<file path="config.mk">
export PLATFORM = sky130hd
export DESIGN_NAME = exc_entry_ctrl
export DESIGN_NICKNAME = d
export VERILOG_FILES = /design/src/rtl/exc_pkg.sv /design/src/rtl/exc_irq_arb.sv /design/src/rtl/exc_entry_calc.sv /design/src/rtl/exc_dump_seq.sv /design/src/rtl/exc_entry_ctrl.sv
export SDC_FILE = /design/constraint.sdc
export NUM_CORES = 1
export LEC_CHECK = 0
export BUFFER_PORTS_ARGS = -buffer_cell sky130_fd_sc_hd__buf_2
export CAP_MARGIN = 20
export CORE_ASPECT_RATIO = 1.1
export CORE_UTILIZATION = 55
export DETAILED_ROUTE_END_ITERATION = 12
export PLACE_DENSITY = 0.85
export RECOVER_POWER = 25
export SYNTH_ARGS = -nofsm -noshare
export SYNTH_HDL_FRONTEND = slang
export SYNTH_SLANG_ARGS = --single-unit
</file>
<file path="constraint.sdc">
create_clock -name clk -period 3.29 [get_ports clk]
set_input_delay 0 -clock clk [delete_from_list [all_inputs] [get_ports clk]]
set_output_delay 0 -clock clk [all_outputs]
set_load 0.005 [all_outputs]
</file>
<file path="src/rtl/exc_pkg.sv">
package exc_pkg;

   localparam int PSW_ID_BIT  = 12;
   localparam int PSW_AE_BIT  = 13;
   localparam int PSW_EP_BIT  = 14;
   localparam int PSW_NP_BIT  = 15;
   localparam int PSW_LVL_LO  = 16;
   localparam int LVL_W       = 4;
   localparam int CODE_W      = 16;
   localparam int WORD_W      = 32;

   localparam logic [7:0]  IRQ_PREFIX  = 8'hFE;
   localparam logic [10:0] TRAP_PREFIX = 11'h7FD;

   typedef enum logic [1:0] {
      ENT_REGULAR,
      ENT_DUPLEX,
      ENT_FATAL
   } entry_kind_e;

   typedef enum logic [2:0] {
      DS_IDLE,
      DS_WORD0,
      DS_WORD1,
      DS_WORD2,
      DS_HALT
   } dump_state_e;

endpackage

</file>
<file path="src/rtl/exc_irq_arb.sv">
module exc_irq_arb
   import exc_pkg::*;
#(
   parameter int NUM_IRQ = 5
) (
   input  logic                clk,
   input  logic                rst_n,
   input  logic [NUM_IRQ-1:0]  irq_i,
   output logic                any_o,
   output logic [LVL_W-1:0]    level_o,
   output logic [NUM_IRQ-1:0]  grant_o
);

   for (genvar g = 0; g < NUM_IRQ; g++) begin : g_grant
      if (g == NUM_IRQ - 1) begin : g_top
         assign grant_o[g] = irq_i[g];
      end else begin : g_low
         assign grant_o[g] = irq_i[g] & ~(|irq_i[NUM_IRQ-1:g+1]);
      end
   end

   always_comb begin
      level_o = '0;
      for (int i = 0; i < NUM_IRQ; i++) begin
         if (grant_o[i]) level_o = level_o | LVL_W'(i);
      end
   end

   assign any_o = |irq_i;

   p_grant_onehot_r2: assert property (@(posedge clk) disable iff (!rst_n)
      $onehot0(grant_o));

   p_grant_present_r2: assert property (@(posedge clk) disable iff (!rst_n)
      any_o |-> (grant_o != '0) && irq_i[level_o]);

endmodule

</file>
<file path="src/rtl/exc_entry_calc.sv">
module exc_entry_calc
   import exc_pkg::*;
#(
   parameter logic [WORD_W-1:0] VEC_BASE      = 32'hFFFF_0000,
   parameter logic [WORD_W-1:0] DUPLEX_VECTOR = 32'hFFFF_FFD0,
   parameter bit                REMAP_EN      = 1'b1,
   parameter logic [WORD_W-1:0] REMAP_FROM    = 32'hFFFF_FF70,
   parameter logic [WORD_W-1:0] REMAP_TO      = 32'hFFFF_FF60
) (
   input  logic                exc_valid_i,
   input  logic [CODE_W-1:0]   exc_code_i,
   input  logic                irq_any_i,
   input  logic [LVL_W-1:0]    irq_level_i,
   input  logic [WORD_W-1:0]   pc_i,
   input  logic [WORD_W-1:0]   psw_i,
   input  logic                halted_i,
   input  logic                reti_i,
   input  logic [WORD_W-1:0]   eipc_i,
   input  logic [WORD_W-1:0]   eipsw_i,
   input  logic [WORD_W-1:0]   fepc_i,
   input  logic [WORD_W-1:0]   fepsw_i,
   output logic                take_o,
   output entry_kind_e         kind_o,
   output logic [CODE_W-1:0]   code_o,
   output logic [WORD_W-1:0]   handler_o,
   output logic [WORD_W-1:0]   save_pc_o,
   output logic [WORD_W-1:0]   entry_psw_o,
   output logic                restore_o,
   output logic [WORD_W-1:0]   restore_pc_o,
   output logic [WORD_W-1:0]   restore_psw_o
);

   logic              irq_take;
   logic              from_irq;
   logic              adv_two;
   logic [WORD_W-1:0] base_vec;
   logic [WORD_W-1:0] regular_vec;

   assign irq_take = irq_any_i & ~exc_valid_i & ~reti_i &
                     ~psw_i[PSW_ID_BIT] & ~psw_i[PSW_EP_BIT] & ~psw_i[PSW_NP_BIT];
   assign take_o   = exc_valid_i | irq_take;
   assign from_irq = ~exc_valid_i;

   assign code_o = exc_valid_i ? exc_code_i
                               : {IRQ_PREFIX, irq_level_i, 4'h0};

   always_comb begin
      if (psw_i[PSW_NP_BIT])      kind_o = ENT_FATAL;
      else if (psw_i[PSW_EP_BIT]) kind_o = ENT_DUPLEX;
      else                        kind_o = ENT_REGULAR;
   end

   assign base_vec = VEC_BASE | {{(WORD_W-CODE_W){1'b0}}, code_o & 16'hFFF0};

   if (REMAP_EN) begin : g_remap
      assign regular_vec = (base_vec == REMAP_FROM) ? REMAP_TO : base_vec;
   end else begin : g_plain
      assign regular_vec = base_vec;
   end

   assign handler_o = (kind_o == ENT_DUPLEX) ? DUPLEX_VECTOR : regular_vec;

   assign adv_two   = from_irq ? halted_i : (code_o[CODE_W-1:5] == TRAP_PREFIX);
   assign save_pc_o = adv_two ? pc_i + WORD_W'(2) : pc_i;

   always_comb begin
      entry_psw_o             = psw_i;
      entry_psw_o[PSW_AE_BIT] = 1'b0;
      entry_psw_o[PSW_ID_BIT] = 1'b1;
      if (kind_o == ENT_DUPLEX) entry_psw_o[PSW_NP_BIT] = 1'b1;
      else                      entry_psw_o[PSW_EP_BIT] = 1'b1;
      if (from_irq) entry_psw_o[PSW_LVL_LO +: LVL_W] = irq_level_i;
   end

   assign restore_o     = reti_i & ~exc_valid_i;
   assign restore_pc_o  = psw_i[PSW_NP_BIT] ? fepc_i  : eipc_i;
   assign restore_psw_o = psw_i[PSW_NP_BIT] ? fepsw_i : eipsw_i;

endmodule

</file>
<file path="src/rtl/exc_dump_seq.sv">
module exc_dump_seq
   import exc_pkg::*;
#(
   parameter logic [WORD_W-1:0] DUMP_BASE = 32'h0000_0000
) (
   input  logic                clk,
   input  logic                rst_n,
   input  logic                start_i,
   input  logic [CODE_W-1:0]   code_i,
   input  logic [WORD_W-1:0]   psw_i,
   input  logic [WORD_W-1:0]   pc_i,
   input  logic                wr_ack_i,
   output logic                wr_req_o,
   output logic [WORD_W-1:0]   wr_addr_o,
   output logic [WORD_W-1:0]   wr_data_o,
   output logic                busy_o,
   output logic                fatal_o
);

   localparam int NUM_WORDS = 3;

   dump_state_e               state_q;
   logic [NUM_WORDS-1:0][WORD_W-1:0] word_q;
   logic [1:0]                idx;

   always_ff @(posedge clk) begin
      if (!rst_n) begin
         state_q <= DS_IDLE;
         word_q  <= '0;
      end else begin
         unique case (state_q)
            DS_IDLE: if (start_i) begin
               word_q[0] <= {16'hFFFF, code_i};
               word_q[1] <= psw_i;
               word_q[2] <= pc_i;
               state_q   <= DS_WORD0;
            end
            DS_WORD0: if (wr_ack_i) state_q <= DS_WORD1;
            DS_WORD1: if (wr_ack_i) state_q <= DS_WORD2;
            DS_WORD2: if (wr_ack_i) state_q <= DS_HALT;
            default:  state_q <= DS_HALT;
         endcase
      end
   end

   always_comb begin
      case (state_q)
         DS_WORD1: idx = 2'd1;
         DS_WORD2: idx = 2'd2;
         default:  idx = 2'd0;
      endcase
   end

   assign wr_req_o  = (state_q == DS_WORD0) | (state_q == DS_WORD1) | (state_q == DS_WORD2);
   assign wr_addr_o = wr_req_o ? DUMP_BASE + {{(WORD_W-4){1'b0}}, idx, 2'b00} : '0;
   assign wr_data_o = wr_req_o ? word_q[idx] : '0;
   assign busy_o    = (state_q != DS_IDLE);
   assign fatal_o   = (state_q == DS_HALT);

   p_wr_hold_r8: assert property (@(posedge clk) disable iff (!rst_n)
      (wr_req_o && !wr_ack_i) |=> wr_req_o && $stable(wr_addr_o) && $stable(wr_data_o));

   p_fatal_sticky_r9: assert property (@(posedge clk) disable iff (!rst_n)
      fatal_o |=> fatal_o && !wr_req_o);

   p_addr_order_r8: assert property (@(posedge clk) disable iff (!rst_n)
      (wr_req_o && wr_ack_i && wr_addr_o != DUMP_BASE + 32'd8) |=>
         wr_req_o && (wr_addr_o == $past(wr_addr_o) + 32'd4));

endmodule

</file>
<file path="src/rtl/exc_entry_ctrl.sv">
module exc_entry_ctrl
   import exc_pkg::*;
#(
   parameter int                NUM_IRQ       = 5,
   parameter logic [WORD_W-1:0] VEC_BASE      = 32'hFFFF_0000,
   parameter logic [WORD_W-1:0] DUPLEX_VECTOR = 32'hFFFF_FFD0,
   parameter bit                REMAP_EN      = 1'b1,
   parameter logic [WORD_W-1:0] REMAP_FROM    = 32'hFFFF_FF70,
   parameter logic [WORD_W-1:0] REMAP_TO      = 32'hFFFF_FF60,
   parameter logic [WORD_W-1:0] DUMP_BASE     = 32'h0000_0000,
   parameter logic [CODE_W-1:0] RESET_CAUSE   = 16'hFFF0
) (
   input  logic                clk,
   input  logic                rst_n,
   input  logic                exc_valid_i,
   input  logic [CODE_W-1:0]   exc_code_i,
   input  logic [NUM_IRQ-1:0]  irq_i,
   input  logic [WORD_W-1:0]   pc_i,
   input  logic [WORD_W-1:0]   psw_i,
   input  logic                halted_i,
   input  logic                reti_i,
   input  logic                wr_ack_i,
   output logic                redirect_o,
   output logic [WORD_W-1:0]   new_pc_o,
   output logic [WORD_W-1:0]   new_psw_o,
   output logic [WORD_W-1:0]   eipc_o,
   output logic [WORD_W-1:0]   eipsw_o,
   output logic [WORD_W-1:0]   fepc_o,
   output logic [WORD_W-1:0]   fepsw_o,
   output logic [WORD_W-1:0]   ecr_o,
   output logic                wr_req_o,
   output logic [WORD_W-1:0]   wr_addr_o,
   output logic [WORD_W-1:0]   wr_data_o,
   output logic                fatal_o
);

   if (NUM_IRQ < 1 || NUM_IRQ > (1 << LVL_W)) begin : g_bad_irq
      $error("NUM_IRQ must lie between 1 and 16");
   end
   if (DUMP_BASE[1:0] != 2'b00) begin : g_bad_dump
      $error("DUMP_BASE must be word aligned");
   end
   if (VEC_BASE[CODE_W-1:0] != '0) begin : g_bad_vec
      $error("VEC_BASE low half must be zero");
   end

   logic                irq_any;
   logic [LVL_W-1:0]    irq_level;
   logic [NUM_IRQ-1:0]  irq_grant;
   logic                take;
   entry_kind_e         kind;
   logic [CODE_W-1:0]   code;
   logic [WORD_W-1:0]   handler;
   logic [WORD_W-1:0]   save_pc;
   logic [WORD_W-1:0]   entry_psw;
   logic                restore;
   logic [WORD_W-1:0]   restore_pc;
   logic [WORD_W-1:0]   restore_psw;
   logic                dump_busy;
   logic                active;
   logic                go;
   logic                dump_start;
   logic                entry_q;
   logic [CODE_W-1:0]   ecr_lo_q;
   logic [CODE_W-1:0]   ecr_hi_q;

   exc_irq_arb #(.NUM_IRQ(NUM_IRQ)) u_arb (
      .clk     (clk),
      .rst_n   (rst_n),
      .irq_i   (irq_i),
      .any_o   (irq_any),
      .level_o (irq_level),
      .grant_o (irq_grant)
   );

   exc_entry_calc #(
      .VEC_BASE      (VEC_BASE),
      .DUPLEX_VECTOR (DUPLEX_VECTOR),
      .REMAP_EN      (REMAP_EN),
      .REMAP_FROM    (REMAP_FROM),
      .REMAP_TO      (REMAP_TO)
   ) u_calc (
      .exc_valid_i   (exc_valid_i),
      .exc_code_i    (exc_code_i),
      .irq_any_i     (irq_any),
      .irq_level_i   (irq_level),
      .pc_i          (pc_i),
      .psw_i         (psw_i),
      .halted_i      (halted_i),
      .reti_i        (reti_i),
      .eipc_i        (eipc_o),
      .eipsw_i       (eipsw_o),
      .fepc_i        (fepc_o),
      .fepsw_i       (fepsw_o),
      .take_o        (take),
      .kind_o        (kind),
      .code_o        (code),
      .handler_o     (handler),
      .save_pc_o     (save_pc),
      .entry_psw_o   (entry_psw),
      .restore_o     (restore),
      .restore_pc_o  (restore_pc),
      .restore_psw_o (restore_psw)
   );

   assign active     = ~dump_busy;
   assign go         = active & take;
   assign dump_start = go & (kind == ENT_FATAL);

   exc_dump_seq #(.DUMP_BASE(DUMP_BASE)) u_dump (
      .clk       (clk),
      .rst_n     (rst_n),
      .start_i   (dump_start),
      .code_i    (code),
      .psw_i     (psw_i),
      .pc_i      (pc_i),
      .wr_ack_i  (wr_ack_i),
      .wr_req_o  (wr_req_o),
      .wr_addr_o (wr_addr_o),
      .wr_data_o (wr_data_o),
      .busy_o    (dump_busy),
      .fatal_o   (fatal_o)
   );

   always_ff @(posedge clk) begin
      if (!rst_n) begin
         redirect_o <= 1'b0;
         entry_q    <= 1'b0;
         new_pc_o   <= '0;
         new_psw_o  <= '0;
         eipc_o     <= '0;
         eipsw_o    <= '0;
         fepc_o     <= '0;
         fepsw_o    <= '0;
         ecr_lo_q   <= RESET_CAUSE;
         ecr_hi_q   <= '0;
      end else if (go) begin
         redirect_o <= (kind != ENT_FATAL);
         entry_q    <= (kind != ENT_FATAL);
         new_pc_o   <= handler;
         new_psw_o  <= entry_psw;
         case (kind)
            ENT_REGULAR: begin
               ecr_lo_q <= code;
               eipc_o   <= save_pc;
               eipsw_o  <= psw_i;
            end
            ENT_DUPLEX: begin
               ecr_hi_q <= code;
               fepc_o   <= save_pc;
               fepsw_o  <= psw_i;
            end
            default: ;
         endcase
      end else if (active && restore) begin
         redirect_o <= 1'b1;
         entry_q    <= 1'b0;
         new_pc_o   <= restore_pc;
         new_psw_o  <= restore_psw;
      end else begin
         redirect_o <= 1'b0;
         entry_q    <= 1'b0;
      end
   end

   assign ecr_o = {ecr_hi_q, ecr_lo_q};

   p_entry_flags_r6: assert property (@(posedge clk) disable iff (!rst_n)
      entry_q |-> redirect_o && !new_psw_o[PSW_AE_BIT] && new_psw_o[PSW_ID_BIT]);

   p_irq_masked_r1: assert property (@(posedge clk) disable iff (!rst_n)
      (!exc_valid_i && !reti_i && psw_i[PSW_ID_BIT]) |=> !redirect_o);

   p_exc_first_r3: assert property (@(posedge clk) disable iff (!rst_n)
      (exc_valid_i && active && !psw_i[PSW_NP_BIT]) |=>
         redirect_o && (new_psw_o[PSW_LVL_LO +: LVL_W] == $past(psw_i[PSW_LVL_LO +: LVL_W])));

   p_quiet_when_fatal_r9: assert property (@(posedge clk) disable iff (!rst_n)
      fatal_o |=> !redirect_o && $stable(ecr_o) && $stable(eipc_o) && $stable(fepc_o));

   p_duplex_keeps_regular_r5: assert property (@(posedge clk) disable iff (!rst_n)
      (go && kind == ENT_DUPLEX) |=> $stable(eipc_o) && $stable(ecr_o[CODE_W-1:0]));

endmodule

</file>
==> results by stage <==
Status:
- The run finished with clean final reports.

Clocking:
- TritonCTS built the clock tree.
- The H-tree was split into 2 levels.
- The post-cts gate resize count is 0.
- The clock slew at the register clock pins of the worst setup and hold paths is approximately 0.06 ns.
- The CTS buffer count is 34.
- The clock drives 309 sinks.
- The number of buffers on the longest clock path is 3.
- The clock root buffer is sky130_fd_sc_hd__clkbuf_16.
- The insertion delay to the later sink of the worst-skew pair is 0.51 ns.

STA:
- The final setup skew is around 0.0076 ns.
- Setup violations remaining at the end of the flow were counted as 0.
- After layout, the worst path uses 79.2% of the clock period.
- Summed over all failing endpoints, the final setup total negative slack is 0 ns.
- Setup repair after global routing left no endpoint under its margin.
- The smallest hold slack is roughly 0.044 ns.
- Headroom to the max-slew limit came out at about 44%.
- The max-slew violation count is 0.
- The minimum clock period after layout is 2.61 ns.
- For this run, the top clock speed supported by timing is 0.384 GHz.
- At the pin with the least slew margin, the transition time is roughly 0.84 ns.
- The count of final hold-check violations is 0.

Cells and area:
- The layout overhead on the synthesized area is 27.0%.
- The number of nets in the finished design is 2052.
- Leaving out fill and tap cells, the most frequent cell in the layout is sky130_fd_sc_hd__nand2_1.
- The count of antenna diodes in the layout is 0.
- The fraction of layout cells with a size suffix above 1 is around a fifth.
- The library cells used most frequently in the layout, excluding fill and tap cells, are 329 x sky130_fd_sc_hd__nand2_1, 307 x sky130_fd_sc_hd__dfxtp_1, 271 x sky130_fd_sc_hd__buf_2.
- The fill cell total of the finished layout is between 1.5k and 2k.
- The finished cells cover 17600 um^2.

Setup path:
- The cell at the slowest stage of the critical path is sky130_fd_sc_hd__nor2b_2.
- The startpoint of the worst setup timing path is u_dump.state_q[1]$_SDFFE_PN0P_.
- Measured in cells, the most critical reg-to-reg path has a length of 6.
- The critical path contains buffers and inverters numbering 3 combined.
- The arrival time reported for the critical path endpoint is 2.61 ns.
- In this run the critical register-to-register path is captured at eipsw_o[12]$_SDFFE_PN0P_.
- Of all nets on the critical path, the largest fanout is 41.
- The critical path ends at wr_data_o[21].
- STA classifies the critical path endpoint as a primary output.
- The critical path goes through buf_4, nor2b_2, buf_4, a22oi_1, nor2_1, buf_2.
- The classification of the worst setup path is flop to primary output.
- The biggest cell delay along the critical path is between 0.5 and 0.6 ns.
- The startpoint of the most critical register-to-register path is u_dump.state_q[2]$_SDFFE_PN0P_.
- By instance count, the cell type seen most on the critical path is sky130_fd_sc_hd__buf_4.
- The critical path crosses 6 cells after its start point.
- The type of origin of the critical path is a flop.
- The worst-case register-to-register setup slack is ~1.1 ns.
- The kind of cell with the highest combined delay on the critical path is buffers and inverters.
- The data required time at the worst endpoint is 3.29 ns.

Floorplanning:
- The total area inside the core boundary comes to 24600 um^2.
- The die covers 25900 um^2.
- The initial utilization of the core area, before any placement, comes to around 56%.
- The die outline width is ~150 um.
- The I/O pin count is between 300 and 400.
- The die span in y is about 170 um.
- The number of rows created at floorplan is 60.

Logic synthesis:
- The number of warnings reported in the yosys synthesis log is 0.
- The synthesized design contains around 300 register bits.
- The number of standard cells after synthesis is ~1.6k.
- The number of distinct library cell variants in the gate-level netlist after synthesis is slightly above 60.
- The proportion of synthesized flip-flops having asynchronous set or reset is 0%.
- The number of flops mapped to enable cells by yosys is 0.
- The synthesized area divided by synthesized cell count is between 8 and 9 um^2.
- The cell area after synthesis is 13900 um^2.
- The most used flip-flop cell after synthesis is sky130_fd_sc_hd__dfxtp_1.
- Sequential cells were found to cover about 45% of the synthesized design area.

Global routing:
- Global routing consumed, over all layers together, 33.8% of the routing resources.
- The first global-routing pass estimated 70000 um of wire.
- After global routing the overflow that remains totals 0.
- The number of global-route vias before repair is 12.9k.
- The pin count of the biggest net entering global routing is approximately 140.
- The initial antenna violation count is 2.

Placement:
- The HPWL after detailed placement is ~29000 um.
- The standard cell area after detailed placement is around 16000 um^2.
- The final weighted congestion in routability-driven placement is 0.901.
- Port buffering added 351 buffers.

Power:
- For this design the static power due to leakage is roughly 7.6 nW.
- The power density normalized to cell area is 556 nW/um^2.
- The net switching power figure is 2.50 mW.
- The internal cell power is 7.30 mW.
- The sequential power share is between 40 and 50%.
- Net switching is 25.5% of the power.
- The highest ir drop seen on vdd is ~0.38 mV.
- The part of the total power dissipated in the clock network is ~44%.
- In this run, the combinational gates consume between 10% and 20% of the power.

Job:
- Max-cap violations in this run came to 0.

Drt:
- The number of DRC markers in iteration 0 is approximately 1.2k.
- For this run, the detailed router's first-pass iteration total came to 8.
- The via total after detailed routing is about 13k.
- The post-detailed-route count of antenna-violating nets is 0.
- The routed length per placed instance is about 20 um.
- Summed over all layers, the routed wires come to about 45000 um.
- The ratio of routed vias to standard cells is 5.86.
- The post-route DRC violation count is 0.

Min path:
- The class of the most critical hold timing path is input pin to flop.
## registers in the layout, indices dropped and copies added, names as in the netlist
signal / count
redirect_o: 1
u_dump.state_q: 3
fepc_o: 32
eipc_o: 32
fepsw_o: 32
ecr_hi_q: 16
new_psw_o: 32
new_pc_o: 32
ecr_lo_q: 16
eipsw_o: 32
u_dump.word_q: 81
## cells by family (layout without fill, tap and decap cells)
family	count (synthesis)	in the layout	synth area share (%)
AOI/OAI and AO/OA	454	454	23.0
xor gates and xnor gates	31	31	1.96
adders and majority gates	1	1	0.0902
buffers and inverters	174	521	6.04
DFF	309	309	44.6
muxes	85	85	6.50
other	1	30	0.0270
and+or+nand+nor	550	550	17.8
## synthesized netlist by cell type, types with 15 or more instances
library cell / instances / area (um^2)
sky130_fd_sc_hd__nand3_1: 26 / 130
sky130_fd_sc_hd__a21boi_0: 151 / 1130
sky130_fd_sc_hd__a221oi_1: 29 / 254
sky130_fd_sc_hd__buf_4: 34 / 255
sky130_fd_sc_hd__nor2_1: 82 / 308
sky130_fd_sc_hd__a21oi_1: 71 / 355
sky130_fd_sc_hd__mux2i_1: 54 / 541
sky130_fd_sc_hd__a21o_1: 15 / 113
sky130_fd_sc_hd__xnor2_1: 19 / 166
sky130_fd_sc_hd__nand2_1: 329 / 1230
sky130_fd_sc_hd__mux2_2: 30 / 338
sky130_fd_sc_hd__o211a_1: 21 / 210
sky130_fd_sc_hd__nor2b_1: 43 / 269
sky130_fd_sc_hd__a22oi_1: 34 / 255
sky130_fd_sc_hd__clkbuf_1: 91 / 342
sky130_fd_sc_hd__dfxtp_1: 309 / 6190
sky130_fd_sc_hd__o21ai_0: 81 / 405
sky130_fd_sc_hd__buf_2: 33 / 165
## power by group through the flow
stage / sequential [mW] / combinational [mW] / clock (mW)
after CTS: 4.12 / 1.34 / 4.35
after floorplan: 4.19 / 0.750 / 0
after global placement: 4.19 / 1.22 / 0
after global routing: 4.15 / 1.47 / 4.51
after detailed placement: 4.20 / 1.26 / 0
final: 4.13 / 1.36 / 4.32
## layout make-up
type / count / area (um^2) / share of cell area [%]
clock inverters: 12 / 264 / 1.50
repair buffers: 458 / 2730 / 15.5
well taps: 310 / 388 / 2.20
multi-input cells: 1151 / 7010 / 39.8
clock buffers: 45 / 1010 / 5.71
flip-flops and latches: 309 / 6190 / 35.1
inverters: 6 / 22.5 / 0.128
## worst reg2reg max path, cell delays in order (launching register included)
cell and delay [ns]:
sky130_fd_sc_hd__dfxtp_1 0.32, sky130_fd_sc_hd__nor3_2 0.17, sky130_fd_sc_hd__buf_4 0.28, sky130_fd_sc_hd__o211a_4 0.64, sky130_fd_sc_hd__buf_4 0.42, sky130_fd_sc_hd__nand2_1 0.11
sky130_fd_sc_hd__a21boi_0 0.20
## how the worst min path moves through the flow
| stage | startpoint | endpoint | cells after the start |
|---|---|---|---|
| finish | exc_valid_i | ecr_lo_q[8]$_SDFFE_PN1P_ | 3 |
| global route | exc_valid_i | ecr_lo_q[8]$_SDFFE_PN1P_ | 3 |
| CTS | exc_valid_i | ecr_lo_q[8]$_SDFFE_PN1P_ | 3 |
| detailed placement | psw_i[6] | fepsw_o[6]$_SDFFE_PN0P_ | 3 |
| global placement | psw_i[6] | fepsw_o[6]$_SDFFE_PN0P_ | 3 |
| floorplan | pc_i[0] | eipc_o[0]$_SDFFE_PN0P_ | 2 |
## repair_timing
action | CTS | global route
endpoints found under the hold margin | 261 | 0
buffers inserted | 0 | 0
hold buffers | 83 | 0
## routing by layer
| metal | GRT usage, % | wire length [um] |
|---|---|---|
| met4 | 16.7 | 2010 |
| met5 | 0 | 25 |
| met1 | 40.8 | 17500 |
| met2 | 56.7 | 21300 |
| met3 | 7.91 | 4060 |
## per-stage QoR
step                worst slack (ns)  cells  util, %  total power [mW]
floorplan                       1.61   1634        -              4.94
global placement                1.15   2151     63.4              5.41
detailed placement              1.04   2151     63.4              5.45
CTS                            0.716   2291     71.9              9.81
global route                   0.485   2291     71.5              10.1
finish                         0.685   2291     71.5              9.80
(Power assumes the default switching activity.)
